`src/rtl/btb_pkg.sv`:
```
package btb_pkg;

    typedef enum logic [1:0] {
        WR_NONE = 2'd0,
        WR_FULL = 2'd1,
        WR_TAG  = 2'd2
    } wr_kind_e;

endpackage

```
`src/rtl/btb_slot_sel.sv`:
```
module btb_slot_sel #(
    parameter int PC_W    = 32,
    parameter int ENTRIES = 16,
    localparam int IDX_W  = (ENTRIES > 2) ? $clog2(ENTRIES) : 1
) (
    input  logic [PC_W-1:0]  pc,
    output logic [IDX_W-1:0] idx
);

    always_comb begin
        idx = IDX_W'(pc % PC_W'(ENTRIES));
    end

endmodule

```
`src/rtl/btb_wr_arb.sv`:
```
module btb_wr_arb
    import btb_pkg::*;
#(
    parameter int PC_W    = 32,
    parameter int TGT_W   = 32,
    parameter int ENTRIES = 16,
    localparam int IDX_W  = (ENTRIES > 2) ? $clog2(ENTRIES) : 1
) (
    input  logic             clk,
    input  logic             rst_n,
    input  logic             up_en,
    input  logic [IDX_W-1:0] up_idx,
    input  logic [PC_W-1:0]  up_pc,
    input  logic [TGT_W-1:0] up_target,
    input  logic             tg_en,
    input  logic [IDX_W-1:0] tg_idx,
    input  logic [PC_W-1:0]  tg_tag,
    input  logic             tg_slot_valid,
    output wr_kind_e         wr_kind,
    output logic [IDX_W-1:0] wr_idx,
    output logic [PC_W-1:0]  wr_tag,
    output logic [TGT_W-1:0] wr_tgt
);

    typedef struct packed {
        wr_kind_e         kind;
        logic [IDX_W-1:0] idx;
        logic [PC_W-1:0]  tag;
        logic [TGT_W-1:0] tgt;
    } wr_cmd_t;

    wr_cmd_t cmd_d;

    always_comb begin
        cmd_d = '{kind: WR_NONE, idx: '0, tag: '0, tgt: '0};
        if (up_en) begin
            cmd_d.kind = WR_FULL;
            cmd_d.idx  = up_idx;
            cmd_d.tag  = up_pc;
            cmd_d.tgt  = up_target;
        end else if (tg_en && tg_slot_valid) begin
            cmd_d.kind = WR_TAG;
            cmd_d.idx  = tg_idx;
            cmd_d.tag  = tg_tag;
        end
    end

    assign wr_kind = cmd_d.kind;
    assign wr_idx  = cmd_d.idx;
    assign wr_tag  = cmd_d.tag;
    assign wr_tgt  = cmd_d.tgt;

    // a full request always wins the write slot
    p_full_wins_r9: assert property (@(posedge clk) disable iff (!rst_n)
        (up_en && tg_en) |-> (wr_kind == WR_FULL && wr_tag == up_pc));

    // a tag rewrite never targets an empty slot
    p_no_tag_on_empty_r7: assert property (@(posedge clk) disable iff (!rst_n)
        (tg_en && !up_en && !tg_slot_valid) |-> (wr_kind == WR_NONE));

endmodule

```
`src/rtl/btb_store.sv`:
```
module btb_store
    import btb_pkg::*;
#(
    parameter int PC_W    = 32,
    parameter int TGT_W   = 32,
    parameter int ENTRIES = 16,
    localparam int IDX_W  = (ENTRIES > 2) ? $clog2(ENTRIES) : 1
) (
    input  logic             clk,
    input  logic             rst_n,
    input  wr_kind_e         wr_kind,
    input  logic [IDX_W-1:0] wr_idx,
    input  logic [PC_W-1:0]  wr_tag,
    input  logic [TGT_W-1:0] wr_tgt,
    input  logic [IDX_W-1:0] rd_idx,
    output logic             rd_valid,
    output logic [PC_W-1:0]  rd_tag,
    output logic [TGT_W-1:0] rd_tgt,
    input  logic [IDX_W-1:0] probe_idx,
    output logic             probe_valid
);

    typedef struct packed {
        logic [ENTRIES-1:0]             valid;
        logic [ENTRIES-1:0][PC_W-1:0]   tag;
        logic [ENTRIES-1:0][TGT_W-1:0]  tgt;
    } table_t;

    table_t tbl_d, tbl_q;

    always_comb begin
        tbl_d = tbl_q;
        case (wr_kind)
            WR_FULL: begin
                tbl_d.valid[wr_idx] = 1'b1;
                tbl_d.tag[wr_idx]   = wr_tag;
                tbl_d.tgt[wr_idx]   = wr_tgt;
            end
            WR_TAG: begin
                if (tbl_q.valid[wr_idx]) begin
                    tbl_d.tag[wr_idx] = wr_tag;
                end
            end
            default: ;
        endcase
    end

    always_ff @(posedge clk or negedge rst_n) begin
        if (!rst_n) begin
            tbl_q <= '0;
        end else begin
            tbl_q <= tbl_d;
        end
    end

    assign rd_valid    = tbl_q.valid[rd_idx];
    assign rd_tag      = tbl_q.tag[rd_idx];
    assign rd_tgt      = tbl_q.tgt[rd_idx];
    assign probe_valid = tbl_q.valid[probe_idx];

    // a full write lands complete on the next edge
    p_full_write_lands_r4: assert property (@(posedge clk) disable iff (!rst_n)
        (wr_kind == WR_FULL) |=> (tbl_q.valid[$past(wr_idx)]
                                  && tbl_q.tag[$past(wr_idx)] == $past(wr_tag)
                                  && tbl_q.tgt[$past(wr_idx)] == $past(wr_tgt)));

    // a tag rewrite leaves the stored target alone
    p_tag_keeps_target_r6: assert property (@(posedge clk) disable iff (!rst_n)
        (wr_kind == WR_TAG) |=> (tbl_q.tgt[$past(wr_idx)] == $past(tbl_q.tgt[wr_idx])));

    // an empty slot stays empty through a tag rewrite
    p_empty_stays_empty_r7: assert property (@(posedge clk) disable iff (!rst_n)
        (wr_kind == WR_TAG && !tbl_q.valid[wr_idx]) |=> !tbl_q.valid[$past(wr_idx)]);

    // slots only become occupied through a full write
    p_valid_only_by_full_r1: assert property (@(posedge clk) disable iff (!rst_n)
        (wr_kind != WR_FULL) |=> (tbl_q.valid == $past(tbl_q.valid)));

endmodule

```
`src/rtl/btb_direct.sv`:
```
module btb_direct
    import btb_pkg::*;
#(
    parameter int PC_W    = 32,
    parameter int TGT_W   = 32,
    parameter int ENTRIES = 16
) (
    input  logic             clk,
    input  logic             rst_n,
    input  logic [PC_W-1:0]  lk_pc,
    output logic             lk_valid,
    output logic             lk_hit,
    output logic [TGT_W-1:0] lk_target,
    input  logic             up_en,
    input  logic [PC_W-1:0]  up_pc,
    input  logic [TGT_W-1:0] up_target,
    input  logic             tg_en,
    input  logic [PC_W-1:0]  tg_pc,
    input  logic [PC_W-1:0]  tg_tag
);

    localparam int IDX_W   = (ENTRIES > 2) ? $clog2(ENTRIES) : 1;
    localparam int N_PORTS = 3;
    localparam int P_LK    = 0;
    localparam int P_UP    = 1;
    localparam int P_TG    = 2;

    logic [N_PORTS-1:0][PC_W-1:0]  port_pc;
    logic [N_PORTS-1:0][IDX_W-1:0] port_idx;

    assign port_pc[P_LK] = lk_pc;
    assign port_pc[P_UP] = up_pc;
    assign port_pc[P_TG] = tg_pc;

    for (genvar g = 0; g < N_PORTS; g++) begin : g_sel
        btb_slot_sel #(
            .PC_W    (PC_W),
            .ENTRIES (ENTRIES)
        ) u_sel (
            .pc  (port_pc[g]),
            .idx (port_idx[g])
        );
    end

    wr_kind_e         wr_kind;
    logic [IDX_W-1:0] wr_idx;
    logic [PC_W-1:0]  wr_tag;
    logic [TGT_W-1:0] wr_tgt;
    logic             rd_valid;
    logic [PC_W-1:0]  rd_tag;
    logic [TGT_W-1:0] rd_tgt;
    logic             tg_slot_valid;

    btb_wr_arb #(
        .PC_W    (PC_W),
        .TGT_W   (TGT_W),
        .ENTRIES (ENTRIES)
    ) u_arb (
        .clk           (clk),
        .rst_n         (rst_n),
        .up_en         (up_en),
        .up_idx        (port_idx[P_UP]),
        .up_pc         (up_pc),
        .up_target     (up_target),
        .tg_en         (tg_en),
        .tg_idx        (port_idx[P_TG]),
        .tg_tag        (tg_tag),
        .tg_slot_valid (tg_slot_valid),
        .wr_kind       (wr_kind),
        .wr_idx        (wr_idx),
        .wr_tag        (wr_tag),
        .wr_tgt        (wr_tgt)
    );

    btb_store #(
        .PC_W    (PC_W),
        .TGT_W   (TGT_W),
        .ENTRIES (ENTRIES)
    ) u_store (
        .clk         (clk),
        .rst_n       (rst_n),
        .wr_kind     (wr_kind),
        .wr_idx      (wr_idx),
        .wr_tag      (wr_tag),
        .wr_tgt      (wr_tgt),
        .rd_idx      (port_idx[P_LK]),
        .rd_valid    (rd_valid),
        .rd_tag      (rd_tag),
        .rd_tgt      (rd_tgt),
        .probe_idx   (port_idx[P_TG]),
        .probe_valid (tg_slot_valid)
    );

    always_comb begin
        lk_valid  = rd_valid;
        lk_hit    = rd_valid && (rd_tag == lk_pc);
        lk_target = rd_valid ? rd_tgt : '0;
    end

    // no hit without an occupied slot
    p_hit_needs_valid_r3: assert property (@(posedge clk) disable iff (!rst_n)
        lk_hit |-> lk_valid);

    // empty slot presents a zero target
    p_empty_zero_target_r10: assert property (@(posedge clk) disable iff (!rst_n)
        !lk_valid |-> (lk_target == '0));

    // with no write pending, a held lookup gives a held answer
    p_lookup_steady_r8: assert property (@(posedge clk) disable iff (!rst_n)
        (!up_en && !tg_en) ##1 $stable(lk_pc) |-> $stable(lk_hit) && $stable(lk_target));

endmodule

```
`config.mk`:
```
export PLATFORM = sky130hd
export DESIGN_NAME = btb_direct
export DESIGN_NICKNAME = d
export VERILOG_FILES = /design/src/rtl/btb_pkg.sv /design/src/rtl/btb_slot_sel.sv /design/src/rtl/btb_wr_arb.sv /design/src/rtl/btb_store.sv /design/src/rtl/btb_direct.sv
export SDC_FILE = /design/constraint.sdc
export NUM_CORES = 2
export LEC_CHECK = 0
export ABC_AREA = 1
export BUFFER_PORTS_ARGS = -buffer_cell sky130_fd_sc_hd__buf_4
export CAP_MARGIN = 5
export CORE_MARGIN = 4
export CORE_UTILIZATION = 55
export CTS_CLUSTER_SIZE = 14
export DETAILED_ROUTE_END_ITERATION = 8
export PLACE_DENSITY_LB_ADDON = 0.25
export SLEW_MARGIN = 5
export SYNTH_ARGS = -nofsm -noshare
export SYNTH_HDL_FRONTEND = slang
export SYNTH_SLANG_ARGS = --single-unit
```
`constraint.sdc`:
```
create_clock -name clk -period 4.6 [get_ports clk]
set_input_delay 0.23 -clock clk [delete_from_list [all_inputs] [get_ports clk]]
set_output_delay 0.23 -clock clk [all_outputs]
set_load 0.005 [all_outputs]
```
# ---- Yosys cells after proc, flatten, opt, wreduce, memory -nomap -nowiden
# Cells that the tools add are included.
dict set report op_classes {
  n_addsub 0
  mul 0
  div 0
  magnitude_cmp 4
  eq_ne 4
  shift 0
  n_mux 22
  bitwise_logic 1
  n_reduce_logical 5
}
# operator n
set ops {}
lappend ops {{512-bit bitwise mux} 2}
lappend ops {{512-bit one-hot mux with 2 select lines} 1}
lappend ops {{512-bit two-way mux} 1}
lappend ops {{32-bit binary-select mux with 4-bit select} 2}
lappend ops {{32-bit two-way mux} 5}
lappend ops {{32-bit demux with 4-bit select} 1}
lappend ops {{38-bit two-way mux} 2}
lappend ops {{32-bit == test} 1}
lappend ops {{16-bit bitwise OR} 1}
lappend ops {{4-bit by 5-bit < comparator with 1-bit output, second input constant} 3}
lappend ops {{1-bit binary-select mux with 4-bit select} 3}
lappend ops {{1-bit demux with 4-bit select} 1}
lappend ops {{4-bit by 1-bit >= comparator with 1-bit output, second input constant} 1}
lappend ops {{1-bit two-way mux} 4}
lappend ops {{1-bit logical AND} 3}
lappend ops {{2-bit by 1-bit == test with 1-bit output, second input constant} 1}
lappend ops {{2-bit == test, second input constant} 1}
lappend ops {{2-bit by 1-bit != test with 1-bit output, second input constant} 1}
lappend ops {{2-bit AND reduction} 1}
lappend ops {{2-bit nonzero test} 1}
dict set report totals {
  register_bits 1040
  latchBits 0
  ram_bits 0
  mem_bits_ro 0
  elab_cells 69
  mem_count 0
}

# ---- Depth between registers and ports, before layout
dict set report depth {
  depth_word 12
  mapped_depth 17
  ltp_nobuf 14
}

# ---- Cells and area by module
# A second synthesis with hierarchy kept.
dict set report hier_totals {
  hier_cells 6261
  hier_area_um2 50840.0
}
# mod n_inst cells_per_inst area_each_um2
set by_module_without_submodules {}
lappend by_module_without_submodules {btb_store 1 5848 48978.2}
lappend by_module_without_submodules {btb_wr_arb 1 195 928.4}
lappend by_module_without_submodules {btb_direct 1 206 843.3}
lappend by_module_without_submodules {btb_slot_sel 3 4 30.0}

# ---- Least setup slack after synthesis
# Ideal clock, no wire load.
dict set report synth_timing {
  path_kind {in2out}
  startpoint {input port lk_pc[0]}
  endpoint {output port lk_target[10]}
  t_arrival_ns 1.810
  slack_ns 2.560
  cell_stages 12
  path_buffers 5
  cell_sequence {buf_2 > inv_1 > buf_2 > buf_2 > buf_2 > clkbuf_1 > o21ai_0 > o221ai_1 > o21ai_0 > o21ai_0 > nand2_1 > inv_1}
}
dict set report synth_via {
  elab_chain_len 3
  word_cells_on_any_way 5
  cone_classes {5 x mux}
}
# item line_no
set synth_lines {}
lappend synth_lines {{from (decl)} btb_direct.sv:10} ;# input logic [PC_W-1:0] lk_pc,
lappend synth_lines {{32-bit binary-select mux with 4-bit select / 1-bit binary-select mux with 4-bit select (equally long branches)} {btb_store.sv:58, btb_store.sv:56}}
lappend synth_lines {{32-bit two-way mux (implied by the code) / 1-bit two-way mux (equally long branches)} {btb_store.sv:58, btb_store.sv:56}}
lappend synth_lines {{32-bit two-way mux *} btb_direct.sv:97} ;# lk_target = rd_valid ? rd_tgt : '0;
lappend synth_lines {{to (decl)} btb_direct.sv:13} ;# output logic [TGT_W-1:0] lk_target,
# Mark *: on every way between the ends. The rest lies on a longest branch, timed or not. The select of a mux whose other input is x is not followed.

# ---- Worst setup path after layout
dict set report layout_timing {
  startpoint {input port lk_pc[1]}
  endpoint {output port lk_hit}
}
dict set report layout_via {
  elab_chain_len 4
  word_cells_on_any_way 6
  cone_classes {1 x eq/ne; 4 x mux; 1 x reduce/logical}
}
# item line_no
set layout_lines {}
lappend layout_lines {{32-bit binary-select mux with 4-bit select} btb_store.sv:57} ;# assign rd_tag = tbl_q.tag[rd_idx];
lappend layout_lines {{32-bit two-way mux (implied by the code)} btb_store.sv:57}
lappend layout_lines {{32-bit == test} btb_direct.sv:96} ;# lk_hit = rd_valid && (rd_tag == lk_pc);
lappend layout_lines {{1-bit logical AND *} btb_direct.sv:96}
lappend layout_lines {{to (decl)} btb_direct.sv:12} ;# output logic lk_hit,
# Marks and branches as above.

==> results.cfg <==
[outcome]
status = completed

[timing]
tightest_slew_ns = 1.21
rsz0062_at_grt = no
slew_violations = 0
max_freq_mhz = 277
skew_ns = 0.0194
min_period_ns = 3.61
maxSlewHeadroom = 0.190
setup_viol = 0
setup_tns_ns = 0
finalCritPeriodShare = 0.785
hold_viol_final = 0

[clocking]
cts_tree = built
path_clk_slew_ns = 0.06
clkSinkCount = 1040
h-tree-depth = 3
cts_buffers = 108
clk_path_buf_depth = 3
post-cts-setup-buffer-count = 0
clkLatencyLatePin_ns = 0.71
root_buffer = clkbuf_16

[floorplan]
die_h_um = 311
row_count = 110
coreArea_um2 = 90700
pin_count = 198
start_util = 0.558
dieWidth_um = 311
die-area_um2 = 96900

[finish]
final_common_cell = nand2_1
multi_input_area_um2 = 21100
regMostFlops = u_store.tbl_q
final_cell_mix = nand2_1, dfrtp_1, o21ai_0
syn2layout_area_growth_pct = 11.2
reg_top3 = u_store.tbl_q: 1040 flops
largest_reg_flops = 1040
drive_above_1_share = 0.0779
nets = 6660
instances_no_fill = 7772
final.fill_count = 7932
regArea_um2 = 26000

[global_routing]
antenna_found_initial = 14
grt_max_degree = 195
grt_pass1_wl_um = 259000
grt_remaining_overflow = 0
track_usage = 0.336
grt_pass1_vias = 44900

[place]
port_buffers = 169
dpl.cell_count = 7512
place_congestion = 0.845
post-dp-hpwl_um = 90700

[power_and_ir_drop]
peakVddDrop_uv = 338
clkPwrFrac = 0.332
netSwitchingFraction = 0.309
finalPower_mw = 26.2
cell_internal_pwr_mw = 18.1
p_sw_mw = 8.08
combPwrFrac = 0.188
power_frac_seq = 0.480
cellLeakagePower_nw = 28.2
p_per_area_nw_per_um2 = 465

[logic_synthesis]
synth_cells = 6636
yosysWarningCount = 0
synth_top_area_frac = 0.514
synth_seq_area_share = 0.514
netlist_area_um2 = 50600
ys_ff_latch = 1040
synth_top_cell_by_area = dfrtp_1
synth_fp_nets = 6800
avgSynthCellArea_um2 = 7.63
synth_area_leaders = dfrtp_1, nand2_1, o21ai_0, nand3_1, nand4_1
synth_cell_types = 29

[route]
route.detailed.drc = 0
dr_total_vias = 46900
routed_wl_um = 165000
dr.pass1.iters = 8
avgRoutedWirePerCell_um = 21.2
antenna_left = 0
drt_iter0_drc = 5976
viasPerCell = 6.03

[critical_path]
cp_cell_sequence = clkbuf_8 -> buf_4 -> o211ai_1 -> nand3_1 -> nand3_1 -> nand2_2 -> nand3_1 -> nor2_1 -> nand2_1 -> nor2_1 -> nand2_1 -> nor2_1 -> buf_4
crit_type = primary input to output pin
critPathLaunchType = primary input
crit_slowest_cell = buf_4
path_max_fanout = 82
worst_ep_required_time_ns = 4.37
cp.arrival_ns = 3.38
rrSetupSlack_ns = 1.18
slowest_delay_ns = 0.89
critical_path.endpoint_type = output pin

[worst_hold_path]
hold_path_class = primary input to register

[run]
cap_violations = 0
-- synth_stat cells (all sizes together) --
library cell,number
clkbuf,390
nand3b,1
o21ai,940
dfrtp,1040
clkinv,1
nand4,322
o221ai,58
a21oi,8
o211ai,34
nand3,498
buf,196
nand2,2389
inv,317
o22ai,64
nor2,378
-- metal layers --
layer,share of wire,GRT usage
met5,0.00022,0
met4,0.048,0.150
met1,0.39,0.446
met3,0.10,0.0731
met2,0.46,0.534
-- repair_timing --
action,4_1_cts,5_1_grt
hold endpoints to repair,609,0
hold buffers,50,0
gates resized for setup,0,0
-- critical path, delay by kind of cell --
| kind | cells | cell delay (ns) |
|---|---|---|
| compound gates | 1 | 0.19 |
| buf+inv | 3 | 1.23 |
| simple gates | 9 | 1.71 |
-- cells by family (layout without fill, tap and decap cells) --
group                  after synthesis  after routing  synth area share
DFF                               1040           1040             0.514
buffers and inverters              904            853            0.0723
and+or+nand+nor                   3588           3588             0.296
AOI/OAI and AO/OA                 1104           1104             0.117
other                                0             11                 0
-- layout make-up --
cell class,instances,share of cell area
antenna,11,0.000489
clock buffer,167,0.0573
clock inverter,32,0.00512
inverter,318,0.0217
multi-input combinational,4692,0.374
sequential,1040,0.463
tap,1176,0.0262
timing repair buffer,336,0.0521
-- metrics by stage --
| stage | hold WS, ns | setup slack, ns | area (um^2) | util |
|---|---|---|---|---|
| 6_report | 0.0717 | 0.989 | 56200 | 0.620 |
| 5_1_grt | 0.0520 | 0.920 | 56200 | 0.620 |
| 4_1_cts | 0.0412 | 1.12 | 56200 | 0.620 |
| 3_5_place_dp | 0.369 | 1.17 | 52200 | 0.576 |
| 3_3_place_gp | 0.379 | 1.15 | 52200 | 0.576 |
| 2_1_floorplan | -0.0656 | 2.56 | 50600 | - |
-- worst paths after layout --
path | startpoint | endpoint | cells after the start
setup / recovery | lk_pc[1] | lk_hit | 13
hold / removal | tg_tag[4] | u_store.tbl_q[740]$_DFFE_PN0P_ | 5
setup reg to reg | u_store.tbl_q[1029]$_DFFE_PN0P_ | u_store.tbl_q[533]$_DFFE_PN0P_ | 11
hold reg to reg | u_store.tbl_q[178]$_DFFE_PN0P_ | u_store.tbl_q[178]$_DFFE_PN0P_ | 2
max in group asynchronous | rst_n | u_store.tbl_q[264]$_DFFE_PN0P_ | 3
min in group asynchronous | rst_n | u_store.tbl_q[1009]$_DFFE_PN0P_ | 2
-- power groups by stage --
stage	logic, mW	registers [mW]	clock network (mW)
after detailed placement	4.82	12.6	0
final	4.92	12.6	8.70
after global routing	5.67	12.8	9.16
after global placement	4.66	12.6	0
after CTS	4.90	12.5	8.76
after floorplan	3.44	12.4	0
No activity file was read; power rests on OpenSTA's default activity.
